## src/rtl/synth_prog_pkg.sv

```systemverilog
package synth_prog_pkg;

  localparam int FRAME_W = 19;
  localparam int REF_W   = 14;
  localparam int N_W     = 11;
  localparam int A_W     = 7;

  typedef enum logic [2:0] {
    ST_IDLE, ST_LOW, ST_HIGH, ST_TAIL, ST_LEH, ST_GAP, ST_DONE
  } seq_state_t;

  // Round a nanosecond minimum up to whole system clock cycles.
  function automatic int ns_to_cyc(input int ns, input int mhz);
    return (ns * mhz + 999) / 1000;
  endfunction

  function automatic int max2(input int a, input int b);
    return (a > b) ? a : b;
  endfunction

  // Operation bits, reference divider, destination bit 1.
  function automatic logic [FRAME_W-1:0] build_ref_word(
    input logic cp, input logic ld, input logic pd, input logic sw,
    input logic [REF_W-1:0] rdiv);
    return {cp, ld, pd, sw, rdiv, 1'b1};
  endfunction

  // N counter, A counter, destination bit 0.
  function automatic logic [FRAME_W-1:0] build_prog_word(
    input logic [N_W-1:0] n, input logic [A_W-1:0] a);
    return {n, a, 1'b0};
  endfunction

endpackage

```

## src/rtl/synth_word_pack.sv

```systemverilog
module synth_word_pack
  import synth_prog_pkg::*;
(
  input  logic               order_i,
  input  logic               cp_sel_i,
  input  logic               ld_sel_i,
  input  logic               pd_pol_i,
  input  logic               sw_i,
  input  logic [REF_W-1:0]   ref_div_i,
  input  logic [N_W-1:0]     n_cnt_i,
  input  logic [A_W-1:0]     a_cnt_i,
  output logic [FRAME_W-1:0] word0_o,
  output logic [FRAME_W-1:0] word1_o
);

  logic [FRAME_W-1:0] ref_word;
  logic [FRAME_W-1:0] prog_word;

  always_comb begin
    ref_word  = build_ref_word(cp_sel_i, ld_sel_i, pd_pol_i, sw_i, ref_div_i);
    prog_word = build_prog_word(n_cnt_i, a_cnt_i);
    word0_o   = order_i ? prog_word : ref_word;
    word1_o   = order_i ? ref_word  : prog_word;
  end

  always_comb begin
    AST_DEST_BITS_DIFFER: assert (word0_o[0] != word1_o[0]);
  end

endmodule

```

## src/rtl/synth_serial_engine.sv

```systemverilog
module synth_serial_engine
  import synth_prog_pkg::*;
#(
  parameter int LOW_CYC  = 3,
  parameter int HIGH_CYC = 3,
  parameter int TAIL_CYC = 10,
  parameter int LEW_CYC  = 2,
  parameter int GAP_CYC  = 10
) (
  input  logic               clk,
  input  logic               rst_n,
  input  logic               start_i,
  input  logic [FRAME_W-1:0] word0_i,
  input  logic [FRAME_W-1:0] word1_i,
  output logic               sclk_o,
  output logic               sdat_o,
  output logic               sle_o,
  output logic               busy_o,
  output logic               done_o
);

  localparam int MAX_CYC = max2(max2(max2(LOW_CYC, HIGH_CYC), max2(TAIL_CYC, LEW_CYC)), GAP_CYC);
  localparam int CNT_W   = $clog2(MAX_CYC + 1);
  localparam int BIT_W   = $clog2(FRAME_W);
  localparam int SH_W    = 2 * FRAME_W;
  localparam logic [CNT_W-1:0] LOW_LD  = CNT_W'(LOW_CYC - 1);
  localparam logic [CNT_W-1:0] HIGH_LD = CNT_W'(HIGH_CYC - 1);
  localparam logic [CNT_W-1:0] TAIL_LD = CNT_W'(TAIL_CYC - 1);
  localparam logic [CNT_W-1:0] LEW_LD  = CNT_W'(LEW_CYC - 1);
  localparam logic [CNT_W-1:0] GAP_LD  = CNT_W'(GAP_CYC - 1);

  seq_state_t         state;
  logic [CNT_W-1:0]   cnt;
  logic [BIT_W-1:0]   bit_idx;
  logic               second;
  logic [SH_W-1:0]    shreg;
  logic               sclk_q, sdat_q, sle_q, done_q;

  // Named events for the checks below.
  logic cnt_zero, last_bit, accept_ev, commit_ev;
  assign cnt_zero  = (cnt == '0);
  assign last_bit  = (bit_idx == BIT_W'(FRAME_W - 1));
  assign accept_ev = (state == ST_IDLE) && start_i;
  assign commit_ev = (state == ST_TAIL) && cnt_zero;

  always_ff @(posedge clk or negedge rst_n) begin
    if (!rst_n) begin
      state   <= ST_IDLE;
      cnt     <= '0;
      bit_idx <= '0;
      second  <= 1'b0;
      shreg   <= '0;
      sclk_q  <= 1'b0;
      sdat_q  <= 1'b0;
      sle_q   <= 1'b0;
      done_q  <= 1'b0;
    end else begin
      done_q <= 1'b0;
      unique case (state)
        ST_IDLE: if (accept_ev) begin
          shreg   <= {word0_i, word1_i};
          sdat_q  <= word0_i[FRAME_W-1];
          cnt     <= LOW_LD;
          bit_idx <= '0;
          second  <= 1'b0;
          state   <= ST_LOW;
        end
        ST_LOW: if (cnt_zero) begin
          sclk_q <= 1'b1;
          cnt    <= HIGH_LD;
          state  <= ST_HIGH;
        end else cnt <= cnt - 1'b1;
        ST_HIGH: if (cnt_zero) begin
          sclk_q <= 1'b0;
          if (last_bit) begin
            cnt   <= TAIL_LD;
            state <= ST_TAIL;
          end else begin
            bit_idx <= bit_idx + 1'b1;
            shreg   <= shreg << 1;
            sdat_q  <= shreg[SH_W-2];
            cnt     <= LOW_LD;
            state   <= ST_LOW;
          end
        end else cnt <= cnt - 1'b1;
        ST_TAIL: if (commit_ev) begin
          sle_q <= 1'b1;
          cnt   <= LEW_LD;
          state <= ST_LEH;
        end else cnt <= cnt - 1'b1;
        ST_LEH: if (cnt_zero) begin
          sle_q <= 1'b0;
          if (second) begin
            done_q <= 1'b1;
            sdat_q <= 1'b0;
            state  <= ST_DONE;
          end else begin
            cnt   <= GAP_LD;
            state <= ST_GAP;
          end
        end else cnt <= cnt - 1'b1;
        ST_GAP: if (cnt_zero) begin
          second  <= 1'b1;
          bit_idx <= '0;
          shreg   <= shreg << 1;
          sdat_q  <= shreg[SH_W-2];
          cnt     <= LOW_LD;
          state   <= ST_LOW;
        end else cnt <= cnt - 1'b1;
        ST_DONE: state <= ST_IDLE;
        default: state <= ST_IDLE;
      endcase
    end
  end

  assign sclk_o = sclk_q;
  assign sdat_o = sdat_q;
  assign sle_o  = sle_q;
  assign done_o = done_q;
  assign busy_o = (state != ST_IDLE) && (state != ST_DONE);

  // Observation counters for the checks.
  logic             sclk_d;
  logic [BIT_W:0]   rise_cnt;
  logic [CNT_W:0]   hi_run;
  always_ff @(posedge clk or negedge rst_n) begin
    if (!rst_n) begin
      sclk_d   <= 1'b0;
      rise_cnt <= '0;
      hi_run   <= '0;
    end else begin
      sclk_d   <= sclk_q;
      if (sle_q) rise_cnt <= '0;
      else if (sclk_q && !sclk_d) rise_cnt <= rise_cnt + 1'b1;
      hi_run   <= sclk_q ? hi_run + 1'b1 : '0;
    end
  end

  AST_LE_QUIET_SHIFT: assert property (@(posedge clk) disable iff (!rst_n)
    (state == ST_LOW || state == ST_HIGH) |-> !sle_q);
  AST_LE_CLK_LOW: assert property (@(posedge clk) disable iff (!rst_n)
    sle_q |-> !sclk_q);
  AST_DATA_HELD_HIGH: assert property (@(posedge clk) disable iff (!rst_n)
    (sclk_q && sclk_d) |-> $stable(sdat_q));
  AST_FRAME_BITS: assert property (@(posedge clk) disable iff (!rst_n)
    (sle_q && !$past(sle_q)) |-> (rise_cnt == (BIT_W+1)'(FRAME_W)));
  AST_CLK_HIGH_WIDTH: assert property (@(posedge clk) disable iff (!rst_n)
    (!sclk_q && sclk_d) |-> (hi_run == (CNT_W+1)'(HIGH_CYC)));
  AST_DONE_PULSE: assert property (@(posedge clk) disable iff (!rst_n)
    done_q |=> !done_q);
  AST_DONE_AFTER_LE: assert property (@(posedge clk) disable iff (!rst_n)
    done_q |-> ($past(sle_q) && !busy_o));
  AST_START_IGNORED: assert property (@(posedge clk) disable iff (!rst_n)
    (busy_o && start_i && state != ST_GAP && state != ST_LEH) |=> $stable(second));

endmodule

```

## src/rtl/synth_prog_ctrl.sv

```systemverilog
module synth_prog_ctrl
  import synth_prog_pkg::*;
#(
  parameter int CLK_MHZ   = 100,
  parameter int T_SU_NS   = 20,
  parameter int T_HD_NS   = 20,
  parameter int T_CH_NS   = 30,
  parameter int T_CL_NS   = 30,
  parameter int T_CLE_NS  = 100,
  parameter int T_LEW_NS  = 20,
  parameter int T_GAP_NS  = 100
) (
  input  logic        clk,
  input  logic        rst_n,
  input  logic        start_i,
  input  logic        order_i,
  input  logic        cp_sel_i,
  input  logic        ld_sel_i,
  input  logic        pd_pol_i,
  input  logic        sw_i,
  input  logic [13:0] ref_div_i,
  input  logic [10:0] n_cnt_i,
  input  logic [6:0]  a_cnt_i,
  output logic        ser_clk_o,
  output logic        ser_data_o,
  output logic        ser_le_o,
  output logic        busy_o,
  output logic        done_o
);

  // Low phase covers setup and low width; high phase covers hold and high width.
  localparam int LOW_CYC  = max2(1, max2(ns_to_cyc(T_CL_NS, CLK_MHZ), ns_to_cyc(T_SU_NS, CLK_MHZ)));
  localparam int HIGH_CYC = max2(1, max2(ns_to_cyc(T_CH_NS, CLK_MHZ), ns_to_cyc(T_HD_NS, CLK_MHZ)));
  localparam int TAIL_CYC = max2(1, ns_to_cyc(T_CLE_NS, CLK_MHZ));
  localparam int LEW_CYC  = max2(1, ns_to_cyc(T_LEW_NS, CLK_MHZ));
  localparam int GAP_CYC  = max2(1, ns_to_cyc(T_GAP_NS, CLK_MHZ));

  logic [FRAME_W-1:0] word0, word1;

  synth_word_pack u_pack (
    .order_i   (order_i),
    .cp_sel_i  (cp_sel_i),
    .ld_sel_i  (ld_sel_i),
    .pd_pol_i  (pd_pol_i),
    .sw_i      (sw_i),
    .ref_div_i (ref_div_i),
    .n_cnt_i   (n_cnt_i),
    .a_cnt_i   (a_cnt_i),
    .word0_o   (word0),
    .word1_o   (word1)
  );

  synth_serial_engine #(
    .LOW_CYC  (LOW_CYC),
    .HIGH_CYC (HIGH_CYC),
    .TAIL_CYC (TAIL_CYC),
    .LEW_CYC  (LEW_CYC),
    .GAP_CYC  (GAP_CYC)
  ) u_engine (
    .clk     (clk),
    .rst_n   (rst_n),
    .start_i (start_i),
    .word0_i (word0),
    .word1_i (word1),
    .sclk_o  (ser_clk_o),
    .sdat_o  (ser_data_o),
    .sle_o   (ser_le_o),
    .busy_o  (busy_o),
    .done_o  (done_o)
  );

  AST_RESET_QUIET: assert property (@(posedge clk) disable iff (!rst_n)
    !busy_o |-> (!ser_clk_o && !ser_le_o));

endmodule

```

## config.mk

```make
export PLATFORM = sky130hd
export DESIGN_NAME = synth_prog_ctrl
export DESIGN_NICKNAME = d
export VERILOG_FILES = /design/src/rtl/synth_prog_pkg.sv /design/src/rtl/synth_word_pack.sv /design/src/rtl/synth_serial_engine.sv /design/src/rtl/synth_prog_ctrl.sv
export SDC_FILE = /design/constraint.sdc
export NUM_CORES = 1
export LEC_CHECK = 0
export BUFFER_PORTS_ARGS = -buffer_cell sky130_fd_sc_hd__buf_4
export CORE_UTILIZATION = 60
export DETAILED_ROUTE_END_ITERATION = 7
export PLACE_DENSITY = 0.85
export SYNTH_ARGS = -nofsm -noshare
export SYNTH_HDL_FRONTEND = slang
export SYNTH_SLANG_ARGS = --single-unit
export TNS_END_PERCENT = 1
```

## constraint.sdc

```tcl
create_clock -name clk -period 4.75 [get_ports clk]
set_input_delay 0 -clock clk [delete_from_list [all_inputs] [get_ports clk]]
set_output_delay 0 -clock clk [all_outputs]
set_load 0.005 [all_outputs]
```

==> impl_metrics.tcl, run 1 <==
set metrics [dict create \
    hold_viol_final 0 \
    max_freq_ghz 0.3294 \
    grt_overflow 0 \
    rows 27 \
    die-area_sq_um 6082 \
    critPathLaunchType "flip-flop" \
    vdd_ir_drop_max_uv 121.4 \
    required_ps 4940 \
    finalNetCount 398 \
    viasPerCell 5.702 \
    cts_buffers 5 \
    cts_buffer_depth 2 \
    cap_violations 0 \
    die_x_um 77.99 \
    powerDensity_nw_per_um2 206.8 \
    rsz0062_at_grt "false" \
    synth_top_area_share_pct 39.00 \
    drt_iter0_drc 98 \
    dr.pass1.iters 4 \
    post_cts_buffers 0 \
    fin_crit_ps 3036 \
    vias 2429 \
    worstSkewPairLatency_ps 300 \
    synth_cells 322 \
    fin_skew_ps 8.373 \
    dieHeight_um 77.99 \
    io_buffers 44 \
    worst_pin_slew_ps 1142 \
    io_pins 45 \
    critPathBufInv 1 \
    clock_sinks 54 \
    grt_pass1_vias 2502 \
    start_util_pct 62.53 \
    grt_pass1_wl_um 10940 \
    cts_hold_buf 1 \
    setup_viol 0 \
    finalSetupTns_ps 0 \
    hpwlAfterDp_um 4492 \
    syn_nets 366 \
    arrival_ps 3220 \
    syn_avg_cell_area_sq_um 10.76 \
    core_area_sq_um 5540 \
    clk_pin_slew_ps 90 \
    gr-usage-all-layers_pct 22.94 \
    cp_max_fo 42 \
    drv_slew 0 \
    ys_ff_latch 54 \
    whs_ps 58.87 \
    endpoint_kind "flip-flop" \
    synth_top_area_cell "dfrtp_1" \
    cts-root-buf "clkbuf_8" \
    max_stage_delay_ps 930 \
    timing.final.crit_share_pct 63.92 \
    drc_errors 0 \
    grt_start_max_net_pins 55 \
    p_leak_uw 0.001640 \
    area_growth_pct 10.47 \
    slew_headroom_pct 23.89 \
    path_delay_family "simple AND/OR/NAND/NOR gates" \
    cts_tree "built" \
    diodes 0 \
    antenna_found_initial 0 \
    cpMaxStageDelayCell "or3_2" \
    syn_area_sq_um 3465 \
    wl_um 6421 \
    cts_max_level 2 \
    ant_nets 0 \
    hold_class "primary input to flip-flop" \
    drive_gt1_share_pct 28.81 \
    ctsResizeCount 0 \
    worstPathCellList "inv_1 -> ha_1 -> or3b_4 -> nor3_4 -> or3_2 -> mux2_2" \
    synth_area_leaders "dfrtp_1 (39%), mux2i_1 (19%), mux2_2 (14%)" \
    status "complete, no violations" \
    avgRoutedWirePerCell_um 15.07 \
    criticalPathCategory "flip-flop to flip-flop" \
    yosysSeqAreaShare_pct 39.00 \
    yosysWarnings 0 \
    yosysUniqueCellTypes 43 \
    gp_congestion 0.8577 \
]
## sequential cells by signal (all words and copies together), names as in the netlist
signal,flops
u_engine.done_o,1
u_engine.second,1
u_engine.sle_o,1
u_engine.sdat_o,1
u_engine.shreg,37
u_engine.sclk_o,1
u_engine.bit_idx,5
u_engine.cnt,4
u_engine.state,3
## final cells by class
class / count / area [sq um]
Fill cell: 425 / 1713
Clock inverter: 1 / 7.507
Sequential cell: 54 / 1351
Multi-Input combinational cell: 205 / 1800
Inverter: 42 / 157.7
Clock buffer: 6 / 72.57
Timing Repair Buffer: 46 / 347.8
Tap cell: 72 / 90.09
## worst paths after layout
check,end,cells after the start,slack [ps],startpoint
min in group asynchronous,u_engine.shreg[20],2,270,rst_n
min,u_engine.second,4,60,start_i
max reg2reg,u_engine.shreg[20],6,1710,u_engine.cnt[0]
max in group asynchronous,u_engine.shreg[4],2,4050,rst_n
max,u_engine.shreg[20],6,1710,u_engine.cnt[0]
min reg2reg,u_engine.shreg[19],1,520,u_engine.shreg[19]
## per-layer routing
metal	routed length, um	global-route usage [%]	vias to the layer above	part of all wire, %
met5	0	0	-	0
li1	-	-	1195	-
met1	2764	27.47	1159	43
met3	253	4.235	12	3.9
met4	116	9.259	0	1.8
met2	3285	40.53	63	51
## worst reg2reg max path, stage by stage, from the launching register on
cell	delay (ps)
dfrtp_1	430
inv_1	110
ha_1	220
or3b_4	490
nor3_4	290
or3_2	930
mux2_2	450
## cells in the mapped netlist
| master | count |
|---|---|
| a21o_1 | 4 |
| a21oi_1 | 8 |
| a221oi_1 | 1 |
| a22o_1 | 1 |
| a22oi_1 | 3 |
| a311o_1 | 1 |
| a311oi_1 | 1 |
| a31oi_1 | 2 |
| a32oi_1 | 1 |
| and3_1 | 3 |
| and4bb_2 | 1 |
| buf_12 | 1 |
| buf_2 | 1 |
| buf_4 | 1 |
| buf_6 | 9 |
| clkbuf_1 | 9 |
| dfrtp_1 | 54 |
| ha_1 | 4 |
| inv_1 | 42 |
| mux2_2 | 42 |
| mux2_4 | 4 |
| mux2i_1 | 66 |
| nand2_1 | 9 |
| nand2b_1 | 2 |
| nand3_1 | 2 |
| nor2_1 | 11 |
| nor2b_1 | 1 |
| nor3_1 | 7 |
| nor3_4 | 1 |
| nor3b_1 | 3 |
| nor4_1 | 1 |
| nor4b_1 | 1 |
| nor4bb_1 | 2 |
| o21ai_0 | 9 |
| o21ai_1 | 1 |
| o221ai_1 | 2 |
| o22ai_1 | 3 |
| o31ai_1 | 2 |
| o32ai_1 | 1 |
| or3_1 | 2 |
| or3b_1 | 1 |
| or3b_4 | 1 |
| or4_1 | 1 |
## power by group
| group | switching, uW | internal (uW) | leakage, uW |
|---|---|---|---|
| Combinational | 37.1 | 52.4 | 0.000999 |
| Clock | 141 | 101 | 0.0000373 |
| Sequential | 0 | 459 | 0.000604 |
## kinds of logic (layout without fill, tap and decap cells)
| logic type | Yosys count | after routing | synth area share [%] |
|---|---|---|---|
| mux | 112 | 112 | 34.45 |
| buf+inv | 63 | 95 | 9.390 |
| compound gates | 40 | 40 | 7.512 |
| fa+ha+maj | 4 | 4 | 1.445 |
| simple gates | 49 | 49 | 8.198 |
| flops | 54 | 54 | 39.00 |
## layout by cell type, fill, tap and decap left out, types with 3 or more instances in the layout
cell type  instances
inv_1             42
o21ai_0            9
nor3b_1            3
a22oi_1            3
mux2_2            42
dfrtp_1           54
and3_1             3
clkbuf_8           5
mux2_4             4
buf_4             45
mux2i_1           66
a21oi_1            8
ha_1               4
o22ai_1            3
nor3_1             7
nand2_1            9
nor2_1            11
a21o_1             4
## through the flow
step                      power (uW)  utilization [%]  cell area, sq um  cells  setup slack [ps]
after floorplan                514.7                -              3465    322              2648
after global placement         555.6            67.46              3737    418              1865
after detailed placement       558.7            67.46              3737    418              1759
after CTS                      803.4            69.08              3827    426              1715
after global routing           827.9            69.08              3827    426              1559
final                          791.5            69.08              3827    426              1714
Power figures use the tool's default switching activity.
==> run 2: changes to the inputs <==
--- a/config.mk
+++ b/config.mk
@@ -5,10 +5,11 @@
 export SDC_FILE = /design/constraint.sdc
 export NUM_CORES = 1
 export LEC_CHECK = 0
+export ABC_AREA = 1
 export BUFFER_PORTS_ARGS = -buffer_cell sky130_fd_sc_hd__buf_4
-export CORE_UTILIZATION = 60
+export CORE_UTILIZATION = 58
 export DETAILED_ROUTE_END_ITERATION = 7
-export PLACE_DENSITY = 0.85
+export PLACE_DENSITY = 0.83
 export SYNTH_ARGS = -nofsm -noshare
 export SYNTH_HDL_FRONTEND = slang
 export SYNTH_SLANG_ARGS = --single-unit
==> constraint.sdc (replaced) <==
create_clock -name clk -period 3.1 [get_ports clk]
set_input_delay 0 -clock clk [delete_from_list [all_inputs] [get_ports clk]]
set_output_delay 0 -clock clk [all_outputs]
set_load 0.005 [all_outputs]
==> run 2 against run 1 <==
- sequential power grew to 2.7 times the previous value
- cell count up 52%
- highest routed layer unchanged
- combinational power increased to 24 times the previous value
- global-route usage rose by 4.4 points
- setup slack worse by 740 ps
- fmax increased by 43%
- sequential share of layout area fell by 0.76 points
- largest cell class unchanged
- count of clock-buffer cells in the layout increased by 1
- total power grew to 4.8 times the previous value
- die area grew 4.5%
- critical path depth grew 4
- via count is 42% higher
- critical path type unchanged
==> impl_metrics.tcl, run 2 <==
set metrics [dict create \
    yosysUniqueCellTypes 26 \
    grt_pass1_vias 3103 \
    placed_cells 637 \
    endpoint_kind "flip-flop" \
    finalNetCount 618 \
    syn_area_sq_um 3505 \
    endpoint "u_engine.shreg[21]" \
    start_util_pct 61.75 \
    io_pins 45 \
    synthArstFlopShare_pct 100.0 \
    criticalPathCategory "flip-flop to flip-flop" \
    drv_slew 0 \
    dieHeight_um 79.74 \
    top_usage_layer "met2" \
    vias 3452 \
    grt_start_max_net_pins 55 \
    finalPower_uw 3794 \
    synth_compound_area_share_pct 8.318 \
    top_register "u_engine.shreg" \
    whs_ps 133.7 \
    muxShareOfSynthArea_pct 0 \
    die_x_um 79.74 \
    max_freq_ghz 0.4695 \
    cts_buffers 5 \
    ant_nets 0 \
    use_met3_pct 4.229 \
    synthSimpleGateAreaFrac_pct 42.66 \
    synth_cells 544 \
    synth_top_area_cell "dfrtp_1" \
    hold_class "primary input to flip-flop" \
    dr.pass1.iters 5 \
    critPathLaunchType "flip-flop" \
    arrival_ps 2330 \
    drc_errors 0 \
    reg.largest.list "u_engine.shreg (37), u_engine.bit_idx (5), u_engine.cnt (4)" \
    vdd_ir_drop_max_uv 440.5 \
    synth_xor_xnor_area_share_pct 0.7497 \
    register_area_sq_um 1351 \
    finalSetupTns_ps 0 \
    p_leak_uw 0.002206 \
    grt_use_met2_pct 46.84 \
    drive_gt1_share_pct 12.00 \
    slew_headroom_pct 47.79 \
    viasPerCell 5.335 \
    powerDensity_nw_per_um2 969.9 \
    cts_max_level 2 \
    fin_util_pct 68.92 \
    clk_pin_slew_ps 100 \
    cp_max_fo 42 \
    cts_tree "built" \
    status "complete, no violations" \
    grt_pass1_wl_um 13550 \
    fin_crit_ps 2130 \
    diodes 0 \
    worst_pin_slew_ps 781.3 \
    synth_top_family_by_area "simple AND/OR/NAND/NOR gates" \
    wl_um 7976 \
    cap_violations 0 \
    syn_nets 588 \
    hold_viol_final 0 \
    timing.final.crit_share_pct 68.71 \
    yosysSeqAreaShare_pct 38.56 \
    r2r_slack_ps 970 \
    post_cts_buffers 0 \
    ctsResizeCount 0 \
    r2r-end "u_engine.shreg[21]" \
    startpoint "u_engine.cnt[0]" \
    layout_common_cells "nand2_1 (268), dfrtp_1 (54), nand3_1 (52), buf_4 (48), o21ai_0 (47)" \
    clock_sinks 54 \
    largest_register_ffs 37 \
    hpwlAfterDp_um 5319 \
    gp_congestion 0.9128 \
    fill_cells 503 \
    mostFrequentLayoutCell "nand2_1" \
    rows 27 \
    cts-root-buf "clkbuf_8" \
    die-area_sq_um 6358 \
    rsz0062_at_grt "false" \
    avgRoutedWirePerCell_um 12.33 \
    required_ps 3300 \
    gr-usage-met1_pct 34.52 \
    yosysWarnings 0 \
    drt_iter0_drc 205 \
    synth_ff_type "dfrtp_1" \
    fin_cells 647 \
    syn_avg_cell_area_sq_um 6.442 \
    worstSkewPairLatency_ps 310 \
    reg2reg_depth 10 \
    synth_top_area_share_pct 38.56 \
    ys_ff_latch 54 \
    cts_hold_buf 2 \
    synth_edf_count 0 \
    io_buffers 44 \
    yosys.area_share.adder_pct 1.428 \
    synth_common_cells "nand2_1 (268), dfrtp_1 (54), nand3_1 (52)" \
    setup_viol 0 \
    multiInputGateArea_sq_um 1863 \
    core_area_sq_um 5675 \
    cts_buffer_depth 2 \
    gr-usage-all-layers_pct 27.31 \
    yosysMostFrequentCell "nand2_1" \
    antenna_found_initial 0 \
    regToRegStartpoint "u_engine.cnt[0]" \
    grt_overflow 0 \
    synth_area_leaders "dfrtp_1 (39%), nand2_1 (29%), nand3_1 (7.4%)" \
    area_growth_pct 11.60 \
    fin_skew_ps 7.499 \
]
[run 2: cell count changes in the layout (fill, tap and decap cells not counted), sizes merged, moves of 4 or more]
| cell | before | now |
|---|---|---|
| o21ai | 10 | 50 |
| mux2i | 66 | 0 |
| nand2 | 9 | 271 |
| a21o | 4 | 0 |
| mux2 | 46 | 0 |
| nor2 | 11 | 34 |
| inv | 42 | 36 |
| nor3 | 8 | 0 |
| nand3 | 2 | 53 |
[run 2: cell type report]
cell class / count / share of cell area (%)
timing repair buffer: 50 / 9.725
tap: 72 / 2.303
sequential: 54 / 34.55
inverter: 36 / 3.455
clock inverter: 1 / 0.1280
multi-input combinational: 427 / 47.63
clock buffer: 7 / 2.207
[run 2: metal layers]
| layer | routed length, um | vias to the layer above | share of wire [%] |
|---|---|---|---|
| met5 | 0 | - | 0 |
| met4 | 156 | 0 | 2.0 |
| met3 | 438 | 14 | 5.5 |
| met2 | 3920 | 112 | 49 |
| met1 | 3460 | 1571 | 43 |
| li1 | - | 1755 | - |
[run 2: how the worst min path moves through the flow]
stage	startpoint	endpoint	slack (ps)	cells past startpoint
CTS	a_cnt_i[2]	u_engine.shreg[3]	120	7
floorplan	rst_n	u_engine.bit_idx[0]	-300	0
finish	a_cnt_i[2]	u_engine.shreg[3]	130	7
global route	a_cnt_i[3]	u_engine.shreg[4]	160	7
global placement	rst_n	u_engine.done_o	80	1
detailed placement	rst_n	u_engine.state[2]	90	1
[run 2: worst max-delay path: stages (launching register included)]
cell	delay (ps)
dfrtp_1	390
inv_1	110
ha_1	170
nand3_1	80
buf_4	190
nand2_1	100
nand2_1	80
inv_2	310
nand2_4	350
nand2_1	170
nand2_1	60
[run 2: cells by family (layout without fill, tap and decap cells)]
| kind of cell | count (synthesis) | count (layout) |
|---|---|---|
| buffers and inverters | 63 | 94 |
| AOI/OAI and AO/OA | 57 | 57 |
| DFF | 54 | 54 |
| xor gates and xnor gates | 3 | 3 |
| adders and majority gates | 4 | 4 |
| and+or+nand+nor | 363 | 363 |
[run 2: through the flow]
step / worst slack, ps / cell area (sq um)
6_report: 969.9 / 3911
5_1_grt: 784.4 / 3911
4_1_cts: 985.6 / 3911
3_5_place_dp: 997.2 / 3800
3_3_place_gp: 1080 / 3800
2_1_floorplan: 1521 / 3505
[run 2: power breakdown]
group | switching [uW] | total [uW] | leakage (uW) | internal (uW)
Combinational | 1490 | 2170 | 0.00147 | 681
Sequential | 200 | 1220 | 0.000687 | 1020
Clock | 224 | 405 | 0.0000482 | 181
==> run 3: changes to the inputs <==
--- a/config.mk
+++ b/config.mk
@@ -5,7 +5,7 @@
 export SDC_FILE = /design/constraint.sdc
 export NUM_CORES = 1
 export LEC_CHECK = 0
-export ABC_AREA = 1
+export ABC_AREA = 0
 export BUFFER_PORTS_ARGS = -buffer_cell sky130_fd_sc_hd__buf_4
 export CORE_UTILIZATION = 58
 export DETAILED_ROUTE_END_ITERATION = 7
==> constraint.sdc (replaced) <==
create_clock -name clk -period 2 [get_ports clk]
set_input_delay 0 -clock clk [delete_from_list [all_inputs] [get_ports clk]]
set_output_delay 0 -clock clk [all_outputs]
set_load 0.005 [all_outputs]
==> run 3 against run 2 <==
- total power shrank 48%
- clock power up 61%
- register-to-register slack worse by 950 ps
- highest routed layer unchanged
==> impl_metrics.tcl, run 3 (synthesis gave the netlist of run 1 again) <==
set metrics [dict create \
    status "complete, no violations" \
    place_area_sq_um 4000 \
    vdd_ir_drop_max_uv 348.6 \
    cts-root-buf "clkbuf_8" \
    reg.largest.list "u_engine.shreg (37), u_engine.bit_idx (5), u_engine.cnt (4)" \
    mostFrequentLayoutCell "buf_4" \
    drc_errors 0 \
    register_area_sq_um 1353 \
    drt_iter0_drc 194 \
    timing.final.crit_share_pct 98.90 \
    switching_share_pct 24.67 \
    setup_viol 0 \
    critPathBufInv 2 \
    p_sw_uw 483.8 \
    critPathLaunchType "flip-flop" \
    grt_pass1_wl_um 12630 \
    max_stage_delay_ps 480 \
    cp_max_fo 13 \
    wl_um 7392 \
    p_leak_uw 0.001804 \
    grt_pass1_vias 2790 \
    fin_skew_ps 10.14 \
    required_ps 2230 \
    grt_start_max_net_pins 55 \
    layout_common_cells "buf_4 (69), mux2i_1 (66), dfrtp_1 (53), mux2_2 (42), inv_1 (40)" \
    drv_slew 0 \
    cap_violations 0 \
    top_register "u_engine.shreg" \
    power.internal_uw 1477 \
    viasPerCell 5.769 \
    criticalPathCategory "flip-flop to flip-flop" \
    antenna_found_initial 0 \
    hold_viol_final 0 \
    path_delay_family "simple AND/OR/NAND/NOR gates" \
    vias 2625 \
    largest_register_ffs 37 \
    hpwlAfterDp_um 5335 \
    worstPathCellList "inv_1 -> ha_1 -> and4bb_2 -> nor3_4 -> or3_4 -> buf_12 -> mux2i_1" \
    arrival_ps 2210 \
    power.share.combinational_pct 11.1 \
    area_growth_pct 19.43 \
    worst_pin_slew_ps 679.0 \
    clock_sinks 54 \
    fin_crit_ps 1978 \
    powerDensity_nw_per_um2 473.9 \
    cts_buffers 5 \
    fill_cells 413 \
    clk_pin_slew_ps 100 \
    hold_class "primary input to flip-flop" \
    io_pins 45 \
    finalNetCount 426 \
    io_buffers 44 \
    clock_power_share_pct 33.3 \
    gp_congestion 0.9128 \
    cts_max_level 2 \
    cts_buffer_depth 2 \
    max_freq_ghz 0.5056 \
    core_area_sq_um 5642 \
    die-area_sq_um 6286 \
    multiInputGateArea_sq_um 1832 \
    slew_headroom_pct 54.74 \
    rsz0062_at_grt "true" \
    worstSkewPairLatency_ps 320 \
    pwr-share-seq_pct 55.6 \
    drive_gt1_share_pct 36.29 \
    ant_nets 0 \
    cpMaxStageDelayCell "or3_4" \
    cts_tree "built" \
    dr.pass1.iters 5 \
    finalPower_uw 1961 \
    diodes 0 \
    gr-usage-all-layers_pct 25.81 \
    grt_overflow 0 \
    finalSetupTns_ps 0 \
    dieHeight_um 79.29 \
    die_x_um 79.29 \
    start_util_pct 61.41 \
    final_area_sq_um 4138 \
    rows 27 \
    avgRoutedWirePerCell_um 16.25 \
    endpoint_kind "flip-flop" \
]
==> run 3: cell count changes in the layout (fill, tap and decap cells not counted), sizes merged, moves of 4 or more <==
cell	previous run	this run
nand2	271	9
mux2i	0	66
nand3	53	2
mux2	0	46
o21ai	50	10
buf	48	73
nor2	34	11
nor3	0	8
inv	36	43
a21o	0	4
==> run 3: power by group through the flow <==
stage / clock network (uW) / registers, uW / logic, uW
after floorplan: 0 / 1110 / 110
after global placement: 0 / 1110 / 210
after detailed placement: 0 / 1110 / 217
after CTS: 681 / 1090 / 220
after global routing: 720 / 1090 / 240
final: 652 / 1090 / 218
==> run 3: area by class of cell <==
| type | count | share of cell area, % |
|---|---|---|
| multi-input cells | 205 | 44.27 |
| flip-flops and latches | 54 | 32.69 |
| repair buffers | 74 | 14.70 |
| inverters | 42 | 3.810 |
| well taps | 72 | 2.177 |
| clock buffers | 5 | 1.663 |
| clock inverters | 3 | 0.6955 |
==> run 3: stage by stage <==
stage	cells	hold slack, ps	utilization [%]	setup WS [ps]
2_1_floorplan	322	-295.6	-	-33.57
3_3_place_gp	446	85.71	70.90	-51.64
3_5_place_dp	446	84.79	70.90	-154.0
4_1_cts	455	23.69	72.88	9.346
5_1_grt	455	56.52	73.34	-43.02
6_report	455	40.17	73.34	22.01
==> run 3: tightest hold or removal path, delay by kind of cell <==
| kind | cells | cell delay, ps |
|---|---|---|
| buffers and inverters | 1 | 130 |
| and+or+nand+nor | 2 | 130 |
| AOI/OAI and AO/OA | 1 | 50 |
==> run 3: path summary, 6_finish.rpt <==
| path | startpoint | to | slack, ps | cells past startpoint |
|---|---|---|---|---|
| max in group asynchronous | rst_n | u_engine.state[1] | 1250 | 2 |
| max | u_engine.bit_idx[0] | u_engine.shreg[30] | 20 | 7 |
| min in group asynchronous | rst_n | u_engine.shreg[2] | 260 | 2 |
| min | start_i | u_engine.second | 40 | 4 |
| max reg2reg | u_engine.bit_idx[0] | u_engine.shreg[30] | 20 | 7 |
| min reg2reg | u_engine.shreg[2] | u_engine.shreg[2] | 520 | 2 |
==> run 3: routing by layer <==
metal	share of wire, %	track usage [%]
met1	43	32.69
met2	52	44.57
met3	3.4	3.333
met4	2.1	10.18
met5	0	0
==> run 3: repair_timing <==
action	in CTS	in global routing
buffers inserted	0	0
cloned	0	0
gates resized for setup	1	7
hold buffers	1	0
setup endpoints to repair	41	41
pin swaps	0	1
endpoints found under the hold margin	54	0
